==> config.mk <==
export PLATFORM = sky130hd
export DESIGN_NAME = dma_engine
export DESIGN_NICKNAME = d
export VERILOG_FILES = /design/src/rtl/dma_pkg.sv /design/src/rtl/dma_cfg_regs.sv /design/src/rtl/dma_seq.sv /design/src/rtl/dma_bus_port.sv /design/src/rtl/dma_engine.sv
export SDC_FILE = /design/constraint.sdc
export NUM_CORES = 1
export LEC_CHECK = 0
export BUFFER_PORTS_ARGS = -buffer_cell sky130_fd_sc_hd__buf_4
export CAP_MARGIN = 20
export CORE_ASPECT_RATIO = 0.5
export CORE_MARGIN = 2
export CORE_UTILIZATION = 52
export CTS_CLUSTER_SIZE = 24
export DETAILED_ROUTE_END_ITERATION = 10
export PLACE_DENSITY = 0.85
export REMOVE_ABC_BUFFERS = 1
export SLEW_MARGIN = 20
export SYNTH_ARGS = -nofsm -noshare
export SYNTH_HDL_FRONTEND = slang
export SYNTH_SLANG_ARGS = --single-unit
==> constraint.sdc <==
create_clock -name clk -period 6.9 [get_ports clk]
set_clock_uncertainty 0.2 [all_clocks]
set_input_delay 0.345 -clock clk [delete_from_list [all_inputs] [get_ports clk]]
set_output_delay 0.345 -clock clk [all_outputs]
set_load 0.005 [all_outputs]
==> src/rtl/dma_pkg.sv <==
package dma_pkg;
   typedef enum logic [2:0] {
      ST_IDLE,
      ST_WAIT_DEV,
      ST_ASK,
      ST_MOVE,
      ST_GIVE_BACK
   } seq_state_t;

   localparam logic [1:0] SEL_ADDR  = 2'd0;
   localparam logic [1:0] SEL_COUNT = 2'd1;
   localparam logic [1:0] SEL_CTRL  = 2'd2;

   localparam int CB_GO   = 0;
   localparam int CB_DIR  = 1;
   localparam int CB_MODE = 2;
   localparam int CB_IRQ  = 3;
endpackage

==> src/rtl/dma_cfg_regs.sv <==
module dma_cfg_regs
   import dma_pkg::*;
#(
   parameter int AW = 16,
   parameter int CW = 16,
   parameter int RW = 16
) (
   input  logic          clk,
   input  logic          rst_n,
   input  logic          cpu_sel,
   input  logic [1:0]    cpu_rsel,
   input  logic          cpu_we,
   input  logic [RW-1:0] cpu_wdata,
   output logic [RW-1:0] cpu_rdata,
   input  logic          busy,
   input  logic          word_done,
   input  logic          finish,
   output logic [AW-1:0] cur_addr,
   output logic          last_word,
   output logic          dir,
   output logic          mode,
   output logic          launch,
   output logic          irq
);
   localparam int STAT_W = 4;

   logic [AW-1:0] addr_q;
   logic [CW-1:0] count_q;
   logic          dir_q, mode_q, irq_q;
   logic          wr_any, wr_addr, wr_count, wr_ctrl, zero_go;
   logic [STAT_W-1:0] status;

   initial begin
      if (AW > RW || CW > RW || RW < STAT_W)
         $fatal(1, "dma_cfg_regs: register width too small");
   end

   assign wr_any   = cpu_sel && cpu_we;
   assign wr_addr  = wr_any && cpu_rsel == SEL_ADDR  && !busy;
   assign wr_count = wr_any && cpu_rsel == SEL_COUNT && !busy;
   assign wr_ctrl  = wr_any && cpu_rsel == SEL_CTRL;
   assign launch   = wr_ctrl && !busy && cpu_wdata[CB_GO] && count_q != '0;
   assign zero_go  = wr_ctrl && !busy && cpu_wdata[CB_GO] && count_q == '0;

   always_ff @(posedge clk or negedge rst_n) begin
      if (!rst_n) begin
         addr_q  <= '0;
         count_q <= '0;
         dir_q   <= 1'b0;
         mode_q  <= 1'b0;
         irq_q   <= 1'b0;
      end else begin
         if (wr_addr)        addr_q <= cpu_wdata[AW-1:0];
         else if (word_done) addr_q <= addr_q + 1'b1;

         if (wr_count)       count_q <= cpu_wdata[CW-1:0];
         else if (word_done) count_q <= count_q - 1'b1;

         if (wr_ctrl && !busy) begin
            dir_q  <= cpu_wdata[CB_DIR];
            mode_q <= cpu_wdata[CB_MODE];
         end

         if (finish)       irq_q <= 1'b1;
         else if (wr_ctrl) irq_q <= zero_go;
      end
   end

   assign status = {irq_q, mode_q, dir_q, busy};

   always_comb begin
      cpu_rdata = '0;
      if (cpu_sel) begin
         unique case (cpu_rsel)
            SEL_ADDR:  cpu_rdata = RW'(addr_q);
            SEL_COUNT: cpu_rdata = RW'(count_q);
            SEL_CTRL:  cpu_rdata = RW'(status);
            default:   cpu_rdata = '0;
         endcase
      end
   end

   assign cur_addr  = addr_q;
   assign last_word = count_q == CW'(1);
   assign dir       = dir_q;
   assign mode      = mode_q;
   assign irq       = irq_q;

   AST_COUNT_STEP: assert property (@(posedge clk) disable iff (!rst_n)
      word_done |=> count_q == $past(count_q) - 1'b1);
   AST_ADDR_STEP: assert property (@(posedge clk) disable iff (!rst_n)
      word_done |=> addr_q == $past(addr_q) + 1'b1);
   AST_IRQ_HOLD: assert property (@(posedge clk) disable iff (!rst_n)
      (irq_q && !wr_ctrl) |=> irq_q);
   AST_BUSY_LOCK: assert property (@(posedge clk) disable iff (!rst_n)
      (busy && !word_done) |=> count_q == $past(count_q));
endmodule

==> src/rtl/dma_seq.sv <==
module dma_seq
   import dma_pkg::*;
(
   input  logic clk,
   input  logic rst_n,
   input  logic launch,
   input  logic mode,
   input  logic last_word,
   input  logic dev_req,
   input  logic bus_grant,
   output logic bus_req,
   output logic in_move,
   output logic word_done,
   output logic finish,
   output logic busy
);
   seq_state_t state_q, state_d;
   logic       ended_q;

   assign bus_req   = state_q == ST_ASK || state_q == ST_MOVE;
   assign in_move   = state_q == ST_MOVE;
   assign word_done = in_move && bus_grant && dev_req;
   assign finish    = state_q == ST_GIVE_BACK && !bus_grant && ended_q;
   assign busy      = state_q != ST_IDLE;

   always_comb begin
      state_d = state_q;
      unique case (state_q)
         ST_IDLE:      if (launch) state_d = ST_WAIT_DEV;
         ST_WAIT_DEV:  if (dev_req) state_d = ST_ASK;
         ST_ASK:       if (bus_grant) state_d = ST_MOVE;
         ST_MOVE:      if (word_done && (last_word || mode)) state_d = ST_GIVE_BACK;
         ST_GIVE_BACK: if (!bus_grant) state_d = ended_q ? ST_IDLE : ST_WAIT_DEV;
         default:      state_d = ST_IDLE;
      endcase
   end

   always_ff @(posedge clk or negedge rst_n) begin
      if (!rst_n) begin
         state_q <= ST_IDLE;
         ended_q <= 1'b0;
      end else begin
         state_q <= state_d;
         if (launch)                      ended_q <= 1'b0;
         else if (word_done && last_word) ended_q <= 1'b1;
      end
   end

   AST_NO_ASK_ON_DROP: assert property (@(posedge clk) disable iff (!rst_n)
      $fell(bus_grant) |-> !bus_req);
   AST_STEAL_ONE_WORD: assert property (@(posedge clk) disable iff (!rst_n)
      (word_done && mode) |=> !bus_req);
   AST_BURST_HOLD: assert property (@(posedge clk) disable iff (!rst_n)
      (word_done && !mode && !last_word) |=> bus_req);
   AST_WAIT_QUIET: assert property (@(posedge clk) disable iff (!rst_n)
      (state_q == ST_WAIT_DEV) |-> !bus_req);
endmodule

==> src/rtl/dma_bus_port.sv <==
module dma_bus_port #(
   parameter int AW        = 16,
   parameter int DW        = 16,
   parameter bit PARK_ZERO = 1'b1
) (
   input  logic          clk,
   input  logic          rst_n,
   input  logic          in_move,
   input  logic          bus_grant,
   input  logic          dev_req,
   input  logic          dir,
   input  logic [AW-1:0] cur_addr,
   input  logic [DW-1:0] mem_rdata,
   input  logic [DW-1:0] dev_rdata,
   output logic          bus_oe,
   output logic [AW-1:0] mem_addr,
   output logic [DW-1:0] mem_wdata,
   output logic          mem_rd,
   output logic          mem_wr,
   output logic          dev_ack,
   output logic [DW-1:0] dev_wdata
);
   logic          strobe;
   logic [AW-1:0] park_addr;
   logic [DW-1:0] park_data;

   initial begin
      if (AW < 1 || DW < 1) $fatal(1, "dma_bus_port: bad width");
   end

   assign bus_oe  = in_move && bus_grant;
   assign strobe  = bus_oe && dev_req;
   assign mem_rd  = strobe && !dir;
   assign mem_wr  = strobe && dir;
   assign dev_ack = strobe;

   generate
      if (PARK_ZERO) begin : g_park_zero
         assign park_addr = '0;
         assign park_data = '0;
      end else begin : g_park_hold
         logic [AW-1:0] last_addr_q;
         logic [DW-1:0] last_data_q;
         always_ff @(posedge clk or negedge rst_n) begin
            if (!rst_n) begin
               last_addr_q <= '0;
               last_data_q <= '0;
            end else if (bus_oe) begin
               last_addr_q <= cur_addr;
               last_data_q <= dev_rdata;
            end
         end
         assign park_addr = last_addr_q;
         assign park_data = last_data_q;
      end
   endgenerate

   assign mem_addr  = bus_oe ? cur_addr : park_addr;
   assign mem_wdata = (bus_oe && dir) ? dev_rdata : park_data;
   assign dev_wdata = mem_rd ? mem_rdata : '0;
endmodule

==> src/rtl/dma_engine.sv <==
module dma_engine #(
   parameter int AW        = 16,
   parameter int CW        = 16,
   parameter int DW        = 16,
   parameter int RW        = 16,
   parameter bit PARK_ZERO = 1'b1
) (
   input  logic          clk,
   input  logic          rst_n,
   input  logic          cpu_sel,
   input  logic [1:0]    cpu_rsel,
   input  logic          cpu_we,
   input  logic [RW-1:0] cpu_wdata,
   output logic [RW-1:0] cpu_rdata,
   output logic          irq,
   output logic          bus_req,
   input  logic          bus_grant,
   output logic          bus_oe,
   output logic [AW-1:0] mem_addr,
   output logic          mem_rd,
   output logic          mem_wr,
   output logic [DW-1:0] mem_wdata,
   input  logic [DW-1:0] mem_rdata,
   input  logic          dev_req,
   output logic          dev_ack,
   input  logic [DW-1:0] dev_rdata,
   output logic [DW-1:0] dev_wdata
);
   logic          busy, word_done, finish, last_word, dir, mode, launch, in_move;
   logic [AW-1:0] cur_addr;

   dma_cfg_regs #(.AW(AW), .CW(CW), .RW(RW)) i_regs (
      .clk(clk), .rst_n(rst_n),
      .cpu_sel(cpu_sel), .cpu_rsel(cpu_rsel), .cpu_we(cpu_we),
      .cpu_wdata(cpu_wdata), .cpu_rdata(cpu_rdata),
      .busy(busy), .word_done(word_done), .finish(finish),
      .cur_addr(cur_addr), .last_word(last_word),
      .dir(dir), .mode(mode), .launch(launch), .irq(irq)
   );

   dma_seq i_seq (
      .clk(clk), .rst_n(rst_n), .launch(launch), .mode(mode),
      .last_word(last_word), .dev_req(dev_req), .bus_grant(bus_grant),
      .bus_req(bus_req), .in_move(in_move), .word_done(word_done),
      .finish(finish), .busy(busy)
   );

   dma_bus_port #(.AW(AW), .DW(DW), .PARK_ZERO(PARK_ZERO)) i_port (
      .clk(clk), .rst_n(rst_n), .in_move(in_move), .bus_grant(bus_grant),
      .dev_req(dev_req), .dir(dir), .cur_addr(cur_addr),
      .mem_rdata(mem_rdata), .dev_rdata(dev_rdata),
      .bus_oe(bus_oe), .mem_addr(mem_addr), .mem_wdata(mem_wdata),
      .mem_rd(mem_rd), .mem_wr(mem_wr), .dev_ack(dev_ack),
      .dev_wdata(dev_wdata)
   );

   AST_STROBE_OWNS_BUS: assert property (@(posedge clk) disable iff (!rst_n)
      (mem_rd || mem_wr) |-> (bus_req && bus_grant));
   AST_IRQ_AFTER_RELEASE: assert property (@(posedge clk) disable iff (!rst_n)
      $rose(irq) |-> !bus_grant);
endmodule

# After elaboration in Yosys (flattened, before gate mapping)
# Cells that the tools add are included.
# Widths: inputs -> output; s select.
[op_classes] reduce_logical=34 n_addsub=2 mux=20 n_eq_ne=12
[op_table] operator="$mux 16" n=8
[op_table] operator="$pmux 16 s3" n=1
[op_table] operator="$logic_and 1x1->1" n=19
[op_table] operator="$add 16x1->16 const B" n=1
[op_table] operator="$eq 16x1->1 const B" n=1
[op_table] operator="$logic_not 16->1" n=1
[op_table] operator="$reduce_bool 16->1" n=1
[op_table] operator="$sub 16x1->16 const B" n=1
[op_table] operator="$mux 3" n=5
[op_table] operator="$pmux 3 s5" n=1
[op_table] operator="$ne 2x2->1 const B" n=5
[op_table] operator="$reduce_bool 2->1" n=4
[op_table] operator="$eq 3x2->1 const B" n=2
[op_table] operator="$mux 1" n=5
[op_table] operator="$reduce_and 5->1" n=1
[op_table] operator="$eq 3x1->1 const B" n=1
[op_table] operator="$eq 3x3->1 const B" n=1
[op_table] operator="$logic_not 1->1" n=3
[op_table] operator="$logic_not 3->1" n=1
[op_table] operator="$reduce_bool 3->1" n=1
[op_table] operator="$eq 2x1->1 const B" n=1
[op_table] operator="$eq 2x2->1 const B" n=1
[op_table] operator="$logic_not 2->1" n=1
[op_table] operator="$logic_or 1x1->1" n=2
[totals] ff_bits=39 wordCells=75 input_bits=56

# Depth between registers and ports, before layout
[logic_depth] ltp_word=7 mapped_depth=8 ltp_nobuf=7

# By module
# A second synthesis with hierarchy kept.
[hier_totals] cells_unflattened=351 area_unflattened_um2=2979.1
[by_module_without_submodules] mod="dma_cfg_regs" seq_area_each_um2=875.8 area_each_um2=2316.0 cells_each=261 instances=1
[by_module_without_submodules] mod="dma_bus_port" seq_area_each_um2=0.0 area_each_um2=377.9 cells_each=58 instances=1
[by_module_without_submodules] mod="dma_seq" seq_area_each_um2=100.1 area_each_um2=285.3 cells_each=32 instances=1

# Worst setup path before layout
# Ideal clock, no wire load.
[synth_path] path_type="register to register" from="register i_regs.count_q[6]" to="register i_regs.count_q[15]" arrival_ps=2152 path_buffers=1 stages_incl_launch_ff=7 t_required_ps=6630 setup_ps=70 slack_ps=4479 path_cell_list="dfrtp_1 or4_4 or2_4 or3_1 buf_2 or4_1 nand3_1"
[synth_between] elab_chain_len=3
[synth_rtl] element="from (decl)" line="dma_cfg_regs.sv:28" rtl="logic [CW-1:0] count_q;"
[synth_rtl] element="from (signal assigned)" line="dma_cfg_regs.sv:56" rtl="if (wr_count) count_q <= cpu_wdata[CW-1:0];"
[synth_rtl] element="from (signal assigned)" line="dma_cfg_regs.sv:57" rtl="else if (word_done) count_q <= count_q - 1'b1;"
[synth_rtl] element="$sub 16x1->16" line="dma_cfg_regs.sv:57"
[synth_rtl] element="$mux 16" line="dma_cfg_regs.sv:57"
[synth_rtl] element="$mux 16" line="dma_cfg_regs.sv:56"
# Every way passes these cells. The select of a mux whose other input is x is not followed.
# A chain may end at the register's enable or synchronous reset.

# Worst setup path in the final report
[layout_path] from="register i_seq.state_q[1]" to="output port dev_wdata[2]"
[layout_between] elab_chain_len=5
[layout_rtl] element="from (decl)" line="dma_seq.sv:17" rtl="seq_state_t state_q, state_d;"
[layout_rtl] element="from (signal assigned)" line="dma_seq.sv:43" rtl="state_q <= state_d;"
[layout_rtl] element="$eq 3x2->1" line="dma_seq.sv:21" rtl="assign in_move = state_q == ST_MOVE;"
[layout_rtl] element="$logic_and 1x1->1" line="dma_bus_port.sv:31" rtl="assign bus_oe = in_move && bus_grant;"
[layout_rtl] element="$logic_and 1x1->1" line="dma_bus_port.sv:32" rtl="assign strobe = bus_oe && dev_req;"
[layout_rtl] element="$logic_and 1x1->1" line="dma_bus_port.sv:33" rtl="assign mem_rd = strobe && !dir;"
[layout_rtl] element="$mux 16" line="dma_bus_port.sv:60" rtl="assign dev_wdata = mem_rd ? mem_rdata : '0;"
[layout_rtl] element="to (decl)" line="dma_engine.sv:27" rtl="output logic [DW-1:0] dev_wdata"
# Every way passes these cells.

==> impl_results.md <==
* Final Slew Violations at 0
* Slew margin rel. at 0.4353
* Final setup TNS at 0 ns
* Top-count cell post-synth: nand2_1
* Max H-tree Level at 2
* Synth Flop Type: dfrtp_1
* Power Total at about 1.2 mW
* Clk pwr share at 0.173
* Pin count of the biggest net entering global routing at 40
* Clk slew on worst S/H paths at 0.09 ns
* Worst EP required at 6.36 ns
* Area share of the largest cell type after synthesis at 0.3343
* Area growth syn-to-layout at 36.69%
* Post-route ant nets at 0
* Die area at 0.006266 mm^2
* Crit-path slowest cell: nor2_1
* Worst slack at placement at about 3.8 ns
* FF-to-FF setup slack at 3.62 ns
* Final setup fails at 0
* Max-cap violation count at 0
* CTS Sinks at 39
* Multi-input gate area at 0.001813 mm^2
* Hpwl dp at 6997 um
* Placed Instances at 538
* Final min period at 3.387 ns
* Seq pwr share at 0.437
* I/O pin total at approximately 130
* Switching Share at 0.4217
* Synth top cells by count: nand2_1, dfrtp_1, and2_1
* Design area at 0.003990 mm^2
* Crit Path Max Fanout at 24
* RSZ-0062 raised after global routing: no
* Width of the die at 110.0 um
* Synth cell types at 48
* Pre-antenna DRT Iters at 5
* Post-synth EDFFs at 0
* Longest Clk Path Bufs at 2
* Share of cells above drive strength 1 at 0.3059
* Root Driver: clkbuf_8
* # diodes at 0
* Global-route wire length before repair at around 15000 um
* Fin worst setup slack at ~3.5 ns
* Max VDD drop at between 0.15 and 0.2 mV
* Cell-internal power at 668.7 uW
* Hold Fails Final Rpt at 0
* Drt total wl at 9325 um
* Netlist Area Pre-Place at 0.002919 mm^2
* Async set-or-reset flop fraction in the synthesized netlist at 1.000
* Clk_lat worst skew at slightly above 0.3 ns
* Die Span Y at 56.98 um
* CP Class: register to primary output
* DR vias at 3362
* Syn Area/Cell at 8.041 um^2
* Worst setup SP type: register
* Sequential fraction of the synthesis area at 0.3343
* Highest clock rate at 0.2952 GHz
* Vias in the first global route at around 3200
* Largest cells by area after synthesis: dfrtp_1, and2_1, mux2i_1
* Grt total ovfl at 0
* Initial antenna violation count at 0
* Pleak at 1.950 nW
* CTS buffer count at 5
* Part of the cycle the worst path needs at 0.4909
* #FFs+latches synth at 39
* Cell Rows at 19
* DR vias/cell at 6.146
* CP peak stage delay at 0.77 ns
* Outcome: complete, no violations
* # nets final at 533
* Cell taking the most area after synthesis: dfrtp_1
* Iter 0 DRT Violations at 249
* Fill cells at ~420
* Critical Path AT at 2.84 ns
* Power share of the combinational group at 0.390
* Sequential cell area at approximately 980 um^2
* # DRC at 0
* Worst-path cell chain: and3b_1 > nand2_1 > nor2_1 > and2_1 > buf_4
* Worst-Margin Slew at 0.8471 ns
* Avg WL per Cell at 17.05 um
* Cts repair resizes at 0
* Psw at approximately 500 uW
* Core ar. at around 0.0054 mm^2
* Starting Density at 0.5362
* Placed cell area at 0.003867 mm^2
* Synth Instances at about 360
* Power Dens Cells at 289.8 mW/mm^2
* GPL Wtd Cong at 0.9441
* Synth warnings at 0
* CTS tree: done
* Crit. End Element: primary output
* Worst Hold Class: input pin to register
* Buffers on Ports at around 130
* Cell Count, Final, Fillers Out at 547
* Gr usage total at 0.3050
layer usage:
metal,GRT usage,vias to the layer above,routed length (um)
li1,-,1531,-
met1,0.3816,1600,3597
met2,0.5285,196,4593
met4,0.1139,0,291
met3,0.05714,35,843
met5,0,-,0
logic make-up after synthesis:
| group | after synthesis | share of synthesized area |
|---|---|---|
| AND/OR/NAND/NOR | 193 | 0.3622 |
| flip-flops | 39 | 0.3343 |
| XOR/XNOR | 5 | 0.01500 |
| AO/OA/AOI/OAI | 69 | 0.1607 |
| multiplexers | 19 | 0.06601 |
| adder cells (fa/ha/maj) | 4 | 0.01715 |
| buffers and inverters | 34 | 0.04458 |
state kept, by name, indices dropped and copies added (netlist names):
| signal | cells |
|---|---|
| i_regs.count_q | 16 |
| i_regs.cur_addr | 16 |
| i_regs.dir | 1 |
| i_regs.irq | 1 |
| i_regs.mode | 1 |
| i_seq.ended_q | 1 |
| i_seq.state_q | 3 |
worst max-delay path, delay by kind of cell (launching register included):
family / cells / cell delay, ns
buf+inv: 1 / 0.11
flops: 1 / 0.54
simple gates: 4 / 1.88
cell usage in the layout (no fill, tap or decap), types with 4 or more instances in the layout:
cell      synthesis  routed
and2_1           36      36
dfrtp_1          39      39
o211ai_1         12      12
clkbuf_8          0       5
or3_1             5       5
nand3_1          14      14
o21ai_0          21      21
o311ai_0         13      13
and3_1           23      23
nand2_1          44      44
nor3_1            6       6
nor2_1           29      29
ha_1              4       4
or4_1             5       5
mux2i_1          17      17
buf_4             0     127
nand4_1           6       6
inv_1             9       9
a21oi_1           7       7
final cells by class:
cell class              instances  share of cell area
inverters                       9            0.008467
flip-flops and latches         39              0.2446
multi-input cells             290              0.4544
repair buffers                128              0.2415
clock inverters                 3             0.01098
well taps                      73             0.02289
clock buffers                   5             0.01725
power groups by stage:
| stage | Sequential [mW] | Combinational (mW) | Clock (mW) |
|---|---|---|---|
| 3_3_place_gp | 0.492 | 0.427 | 0 |
| 3_5_place_dp | 0.503 | 0.444 | 0 |
| 5_1_grt | 0.527 | 0.502 | 0.208 |
| 4_1_cts | 0.498 | 0.450 | 0.198 |
| 6_report | 0.505 | 0.451 | 0.200 |
| 2_1_floorplan | 0.443 | 0.294 | 0 |
stage by stage:
stage                 util  hold slack [ns]
finish              0.7329          0.05973
global route        0.7329          0.07916
CTS                 0.7329          0.06491
detailed placement  0.7104           0.1483
global placement    0.7104           0.1431
floorplan                -          -0.1506
final timing paths:
kind / start / endpoint / cells past startpoint
min in group asynchronous: rst_n / i_seq.ended_q / 2
max in group asynchronous: rst_n / i_regs.cur_addr[3] / 2
worst min-delay path: cpu_wdata[10] / i_regs.cur_addr[10] / 3
worst max register to register: i_seq.state_q[2] / i_regs.cur_addr[13] / 6
worst min register to register: i_seq.ended_q / i_seq.ended_q / 1
worst max-delay path: i_seq.state_q[1] / dev_wdata[2] / 5
timing repair:
action,CTS,global route
endpoints found under the hold margin,39,0
hold buffers,1,0
buffers inserted,0,0
No activity file was read; power rests on OpenSTA's default activity.
